==> src/rtl/phy_bridge_pkg.sv <==
package phy_bridge_pkg;
  localparam int HIDX_W = 3;

  localparam logic [HIDX_W-1:0] IDX_CMD   = 3'd0;
  localparam logic [HIDX_W-1:0] IDX_WDATA = 3'd1;
  localparam logic [HIDX_W-1:0] IDX_LANE  = 3'd2;
  localparam logic [HIDX_W-1:0] IDX_RST   = 3'd3;
  localparam logic [HIDX_W-1:0] IDX_RDATA = 3'd4;
  localparam logic [HIDX_W-1:0] IDX_ACK   = 3'd5;

  typedef enum logic [1:0] {
    SEQ_IDLE = 2'd0,
    SEQ_BUSY = 2'd1,
    SEQ_DONE = 2'd2
  } seq_state_t;
endpackage

==> src/rtl/phy_bridge_regs.sv <==
module phy_bridge_regs
  import phy_bridge_pkg::*;
#(
  parameter int PHY_ADDR_W = 8,
  parameter int DATA_W     = 32,
  localparam int CMD_W     = PHY_ADDR_W + 3
) (
  input  logic              clk,
  input  logic              rst,
  input  logic              host_we,
  input  logic [HIDX_W-1:0] host_addr,
  input  logic [DATA_W-1:0] host_wdata,
  output logic [DATA_W-1:0] host_rdata,
  input  logic [DATA_W-1:0] rd_capture,
  input  logic              ack,
  output logic              cmd_we,
  output logic              cmd_zero,
  output logic [CMD_W-1:0]  cmd_val,
  output logic [DATA_W-1:0] wdata_q,
  output logic              lane_q,
  output logic              hard_rst_q,
  output logic              soft_rst_q
);
  logic [CMD_W-1:0] cmd_q;

  assign cmd_we   = host_we && (host_addr == IDX_CMD);
  assign cmd_val  = host_wdata[CMD_W-1:0];
  assign cmd_zero = (host_wdata == '0);

  always_ff @(posedge clk) begin
    if (rst) begin
      cmd_q      <= '0;
      wdata_q    <= '0;
      lane_q     <= 1'b0;
      hard_rst_q <= 1'b0;
      soft_rst_q <= 1'b0;
    end else if (host_we) begin
      case (host_addr)
        IDX_CMD:   cmd_q   <= host_wdata[CMD_W-1:0];
        IDX_WDATA: wdata_q <= host_wdata;
        IDX_LANE:  lane_q  <= host_wdata[0];
        IDX_RST: begin
          hard_rst_q <= host_wdata[1];
          soft_rst_q <= host_wdata[0];
        end
        default: ;
      endcase
    end
  end

  always_ff @(posedge clk) begin
    if (rst) begin
      host_rdata <= '0;
    end else begin
      case (host_addr)
        IDX_CMD:   host_rdata <= DATA_W'(cmd_q);
        IDX_WDATA: host_rdata <= wdata_q;
        IDX_LANE:  host_rdata <= DATA_W'(lane_q);
        IDX_RST:   host_rdata <= DATA_W'({hard_rst_q, soft_rst_q});
        IDX_RDATA: host_rdata <= rd_capture;
        IDX_ACK:   host_rdata <= DATA_W'(ack);
        default:   host_rdata <= '0;
      endcase
    end
  end

  assert_rst_follow_R9: assert property (@(posedge clk) disable iff (rst)
    (host_we && host_addr == IDX_RST) |=> (hard_rst_q == $past(host_wdata[1])));
endmodule

==> src/rtl/phy_bridge_seq.sv <==
module phy_bridge_seq
  import phy_bridge_pkg::*;
#(
  parameter int PHY_ADDR_W = 8,
  parameter int DATA_W     = 32,
  localparam int CMD_W     = PHY_ADDR_W + 3,
  localparam int WR_BIT    = PHY_ADDR_W,
  localparam int RD_BIT    = PHY_ADDR_W + 1,
  localparam int GRP_BIT   = PHY_ADDR_W + 2
) (
  input  logic                  clk,
  input  logic                  rst,
  input  logic                  cmd_we,
  input  logic                  cmd_zero,
  input  logic [CMD_W-1:0]      cmd_val,
  input  logic [DATA_W-1:0]     wdata_q,
  input  logic                  lane_q,
  input  logic                  hard_rst_q,
  output logic                  phy_req,
  output logic                  phy_wr,
  output logic                  phy_grp,
  output logic [PHY_ADDR_W-1:0] phy_addr,
  output logic [DATA_W-1:0]     phy_wdata,
  input  logic [DATA_W-1:0]     phy_rdata,
  input  logic                  phy_done,
  output logic                  ack,
  output logic [DATA_W-1:0]     rd_capture
);
  seq_state_t state;
  logic       cmd_legal;

  assign cmd_legal = cmd_val[WR_BIT] ^ cmd_val[RD_BIT];

  always_ff @(posedge clk) begin
    if (rst) begin
      state      <= SEQ_IDLE;
      phy_req    <= 1'b0;
      phy_wr     <= 1'b0;
      phy_grp    <= 1'b0;
      phy_addr   <= '0;
      phy_wdata  <= '0;
      ack        <= 1'b0;
      rd_capture <= '0;
    end else if (hard_rst_q) begin
      state   <= SEQ_IDLE;
      phy_req <= 1'b0;
      ack     <= 1'b0;
    end else begin
      case (state)
        SEQ_IDLE: begin
          if (cmd_we && lane_q && cmd_legal) begin
            state     <= SEQ_BUSY;
            phy_req   <= 1'b1;
            phy_wr    <= cmd_val[WR_BIT];
            phy_grp   <= cmd_val[GRP_BIT];
            phy_addr  <= cmd_val[PHY_ADDR_W-1:0];
            phy_wdata <= wdata_q;
          end
        end
        SEQ_BUSY: begin
          if (phy_done) begin
            state   <= SEQ_DONE;
            phy_req <= 1'b0;
            ack     <= 1'b1;
            if (!phy_wr) rd_capture <= phy_rdata;
          end
        end
        SEQ_DONE: begin
          if (cmd_we && cmd_zero) begin
            state <= SEQ_IDLE;
            ack   <= 1'b0;
          end
        end
        default: state <= SEQ_IDLE;
      endcase
    end
  end

  assert_req_hold_R4: assert property (@(posedge clk) disable iff (rst)
    (phy_req && !phy_done && !hard_rst_q) |=> phy_req);

  assert_ack_sticky_R5: assert property (@(posedge clk) disable iff (rst)
    (ack && !(cmd_we && cmd_zero) && !hard_rst_q) |=> ack);

  assert_legal_issue_R6: assert property (@(posedge clk) disable iff (rst)
    $rose(phy_req) |-> ($past(cmd_we) && $countones($past(cmd_val[RD_BIT:WR_BIT])) == 1));

  assert_capture_only_done_R3: assert property (@(posedge clk) disable iff (rst)
    !(phy_req && phy_done) |=> $stable(rd_capture));

  assert_reset_quiet_R8: assert property (@(posedge clk) disable iff (rst)
    hard_rst_q |=> (!ack && !phy_req));

  assert_lane_gate_R7: assert property (@(posedge clk) disable iff (rst)
    $rose(phy_req) |-> $past(lane_q));
endmodule

==> src/rtl/phy_cfg_bridge.sv <==
module phy_cfg_bridge
  import phy_bridge_pkg::*;
#(
  parameter int PHY_ADDR_W = 8,
  parameter int DATA_W     = 32
) (
  input  logic                  clk,
  input  logic                  rst,
  input  logic                  host_we,
  input  logic [HIDX_W-1:0]     host_addr,
  input  logic [DATA_W-1:0]     host_wdata,
  output logic [DATA_W-1:0]     host_rdata,
  output logic                  phy_req,
  output logic                  phy_wr,
  output logic                  phy_grp,
  output logic [PHY_ADDR_W-1:0] phy_addr,
  output logic [DATA_W-1:0]     phy_wdata,
  output logic                  phy_lane,
  input  logic [DATA_W-1:0]     phy_rdata,
  input  logic                  phy_done,
  output logic                  phy_rst_hard,
  output logic                  phy_rst_soft
);
  localparam int CMD_W = PHY_ADDR_W + 3;

  logic              cmd_we, cmd_zero, lane_q, hard_q, soft_q, ack;
  logic [CMD_W-1:0]  cmd_val;
  logic [DATA_W-1:0] wdata_q, rd_capture;

  phy_bridge_regs #(.PHY_ADDR_W(PHY_ADDR_W), .DATA_W(DATA_W)) u_regs (
    .clk(clk), .rst(rst),
    .host_we(host_we), .host_addr(host_addr), .host_wdata(host_wdata),
    .host_rdata(host_rdata),
    .rd_capture(rd_capture), .ack(ack),
    .cmd_we(cmd_we), .cmd_zero(cmd_zero), .cmd_val(cmd_val),
    .wdata_q(wdata_q), .lane_q(lane_q),
    .hard_rst_q(hard_q), .soft_rst_q(soft_q)
  );

  phy_bridge_seq #(.PHY_ADDR_W(PHY_ADDR_W), .DATA_W(DATA_W)) u_seq (
    .clk(clk), .rst(rst),
    .cmd_we(cmd_we), .cmd_zero(cmd_zero), .cmd_val(cmd_val),
    .wdata_q(wdata_q), .lane_q(lane_q), .hard_rst_q(hard_q),
    .phy_req(phy_req), .phy_wr(phy_wr), .phy_grp(phy_grp),
    .phy_addr(phy_addr), .phy_wdata(phy_wdata),
    .phy_rdata(phy_rdata), .phy_done(phy_done),
    .ack(ack), .rd_capture(rd_capture)
  );

  assign phy_lane     = lane_q;
  assign phy_rst_hard = hard_q;
  assign phy_rst_soft = soft_q;
endmodule

==> config.mk <==
export PLATFORM = sky130hd
export DESIGN_NAME = phy_cfg_bridge
export DESIGN_NICKNAME = d
export VERILOG_FILES = /design/src/rtl/phy_bridge_pkg.sv /design/src/rtl/phy_bridge_regs.sv /design/src/rtl/phy_bridge_seq.sv /design/src/rtl/phy_cfg_bridge.sv
export SDC_FILE = /design/constraint.sdc
export NUM_CORES = 1
export LEC_CHECK = 0
export ABC_AREA = 1
export BUFFER_PORTS_ARGS = -buffer_cell sky130_fd_sc_hd__buf_2
export CORE_ASPECT_RATIO = 0.7
export CORE_MARGIN = 5
export CORE_UTILIZATION = 39
export DETAILED_ROUTE_END_ITERATION = 8
export PLACE_DENSITY = 0.67
export RECOVER_POWER = 50
export SLEW_MARGIN = 10
export SYNTH_ARGS = -nofsm -noshare
export SYNTH_HDL_FRONTEND = slang
export SYNTH_SLANG_ARGS = --single-unit
==> constraint.sdc <==
create_clock -name clk -period 2 [get_ports clk]
set_clock_uncertainty 0.2 [all_clocks]
set_input_delay 0.2 -clock clk [delete_from_list [all_inputs] [get_ports clk]]
set_output_delay 0.2 -clock clk [all_outputs]
set_load 0.02 [all_outputs]
==> summary.md <==
| Metric | Value |
|---|---|
| Clock sink total | `156` |
| DPL Wire Length | `12200 um` |
| CP Data Required Time | `2.05 ns` |
| Placer Congestion | `0.860` |
| Root buffer cell | `clkbuf_16` |
| DR vias | `5728` |
| Tightest hold margin | `-0.0248 ns` |
| DRT Pass-1 Iters | `5` |
| Layout cells sized above 1 | `14.2%` |
| # DRC | `0` |
| Reg2reg setup slack | `0.23 ns` |
| Power density over cell area | `842 nW/um^2` |
| Largest cells by area after synthesis | `dfxtp_1, nor2_1, nand2_1` |
| Die H | `112 um` |
| Sequential-to-total area share from yosys stat | `54.2%` |
| Cell variety after synth | `22` |
| Syn Nets | `828` |
| Initial drt markers | `451` |
| GRT Total Usage | `20.5%` |
| Outcome | `finished with violations` |
| Post-synth EDFFs | `0` |
| FF-to-FF path depth | `8` |
| Failing checks | `negative hold slack` |
| Synthesized area per cell | `7.62 sq um` |
| Class of the tightest hold or removal check | `primary input to flop` |
| Final hold violations | `2` |
| Worst Hold Endpoint | `u_regs.wdata_q[9]` |
| Final Net Count | `1040` |
| Setup violators final | `0` |
| Clk buf depth | `2` |
| Final min period | `1.93 ns` |
| Total core area | `14600 sq um` |
| I/O Buffers | `148` |
| Initial antenna violation count | `0` |
| Capturing point of the worst reg2reg path | `u_seq.rd_capture[13]` |
| CTS tree | `yes` |
| Diode count | `0` |
| Total I/O pin count | `149` |
| Crit end category | `flop` |
| TritonCTS buffer count | `17` |
| Htree depth | `4` |
| Clk_lat worst skew | `0.41 ns` |
| Final Non-Filler Cells | `1176` |
| Top_reg_cell synth | `dfxtp_1` |
| Peak VDD IR | `0.000621 V` |
| Placed instance count | `1068` |
| Starting Density | `39.5%` |
| Cells after synthesis | `756` |
| Chip width | `155 um` |
| Final-report max-slew violation count | `0` |
| Final wirelength | `19000 um` |
| Synth Register Bits | `156` |
| Ys async rst share | `0%` |
| Vias/cell | `4.87` |
| Max Freq | `0.519 GHz` |
| ANT nets after route | `0` |
| WL per Instance | `16.1 um` |
| Reg-to-Reg Start | `u_seq.state[1]` |
| Yosys synthesis warning count | `0` |
| Die area | `17300 sq um` |
| Largest net degree at the start of global routing | `66` |
| Area share of the largest cell type after synthesis | `54.2%` |
| Hold depth | `3` |
| Post-synth top area cell | `dfxtp_1` |
| Worst-Margin Slew | `0.727 ns` |
| Fill count | `1395` |
| Vias in the first global route | `5327` |
| Crit Path Category | `primary input to flop` |
| P&R area growth vs syn | `40.4%` |
| CP startpoint kind | `primary input` |
| Worst slew margin | `51.5%` |
| Hold path startpoint | `host_wdata[9]` |
| Core Util, Final | `55.5%` |
| Max FO, Critical Path | `10` |
| Reg clk slew, reported paths | `0.06 ns` |
| Num rows | `37` |
| GR Overflow Total | `0` |
| Synth Cell Area | `5760 sq um` |
| First-pass GRT wire length | `28300 um` |
| Max-cap viol count | `0` |
| CP arrival | `1.98 ns` |
| Leakage power | `3.17 nW` |
| Crit share post-route | `96.4%` |
-- cell type report --
cell class,instances,area [sq um],share of cell area [%]
sequential,156,3120,38.6
multi-input combinational,511,2300,28.4
timing repair buffer,241,1680,20.8
clock buffer,18,429,5.30
tap,195,244,3.01
clock inverter,14,161,1.99
inverter,41,154,1.90
-- report_power, final --
part / internal, W / switching (W)
Combinational: 0.000199 / 0.000223
Sequential: 0.00314 / 0.0000302
Clock: 0.00187 / 0.00135
Total: 0.00521 / 0.00160
-- cell families (layout without fill, tap and decap cells) --
kind of cell             Yosys count  after routing  share of synthesized area, %
AO/OA/AOI/OAI                    174            174                          15.7
buffers and inverters             89            314                          6.30
adder cells (fa/ha/maj)            1              1                         0.217
flip-flops                       156            156                          54.2
AND/OR/NAND/NOR                  336            336                          23.6
-- placed cells by master (no fill, tap or decap), drive strengths merged, types with 2 or more instances in the layout --
cell type       n
buf            86
a31oi           2
a21oi          81
nand4           5
nor2          154
bufinv          2
dfxtp         156
clkinv          2
clkbuf        104
dlygate4sd3    67
o21ai          80
inv            46
nor3            2
o211ai          9
nand2         131
nand3          44
clkinvlp        5
dlymetal6s4s    2
-- cell usage after synthesis, drive strengths merged, types with 2 or more instances --
| master | number |
|---|---|
| clkbuf | 33 |
| nand2 | 131 |
| nor2 | 154 |
| nand3 | 44 |
| buf | 15 |
| dfxtp | 156 |
| inv | 41 |
| a21oi | 81 |
| a31oi | 2 |
| nand4 | 5 |
| nor3 | 2 |
| o21ai | 80 |
| o211ai | 9 |
-- stage by stage --
step | setup slack, ns | cell area (sq um) | total power (W) | setup TNS (ns)
4_1_cts | 0.0395 | 8020 | 0.00686 | 0
3_5_place_dp | 0.148 | 6740 | 0.00355 | 0
6_report | 0.0725 | 8090 | 0.00681 | 0
5_1_grt | -0.00140 | 8090 | 0.00705 | -0.00140
3_3_place_gp | 0.182 | 6740 | 0.00355 | 0
2_1_floorplan | 0.396 | 5760 | 0.00339 | 0
-- worst max-delay path by stage --
stage                   from             endpoint  slack (ns)
2_1_floorplan  host_wdata[8]   u_seq.phy_wdata[0]        0.40
3_3_place_gp   host_wdata[8]   u_seq.phy_wdata[1]        0.18
3_5_place_dp   host_wdata[8]    u_seq.phy_addr[4]        0.15
4_1_cts        host_wdata[8]    u_seq.phy_addr[4]        0.04
5_1_grt         host_addr[1]  u_seq.phy_wdata[30]      -0.001
6_report        host_addr[1]  u_seq.phy_wdata[11]        0.07
-- routing by layer --
layer	share of wire, %	vias to the layer above	global-route usage [%]	wire length [um]
met5	0	-	0	0
met4	1.6	0	6.24	313
met3	7.6	28	4.78	1440
met2	41	230	28.6	7850
met1	49	2586	31.3	9380
li1	-	2884	-	-
-- registers in the layout, summed over array words and instances (netlist names) --
signal / count
u_regs.lane_q: 1
u_seq.phy_grp: 1
u_regs.hard_rst_q: 1
u_regs.soft_rst_q: 1
u_seq.state: 2
u_seq.phy_addr: 8
u_seq.phy_wr: 1
u_regs.wdata_q: 32
u_regs.cmd_q: 11
u_seq.phy_wdata: 32
u_seq.rd_capture: 32
u_seq.ack: 1
u_seq.phy_req: 1
u_regs.host_rdata: 32
-- worst max-delay path, cell delays in order --
cell	delay [ns]
dlygate4sd3_1	0.66
inv_2	0.11
nand3_2	0.11
nor2_4	0.14
inv_2	0.07
nor2_8	0.24
nand2_8	0.13
buf_6	0.18
nand2_1	0.06
a21oi_1	0.07
-- repair_timing --
action                                 in CTS  in global routing
hold buffers                               69                  0
gates resized for setup                     0                  9
endpoints found under the hold margin      89                  0
setup buffers                               0                  2
setup endpoints to repair                   0                 41
(Power assumes the default switching activity.)
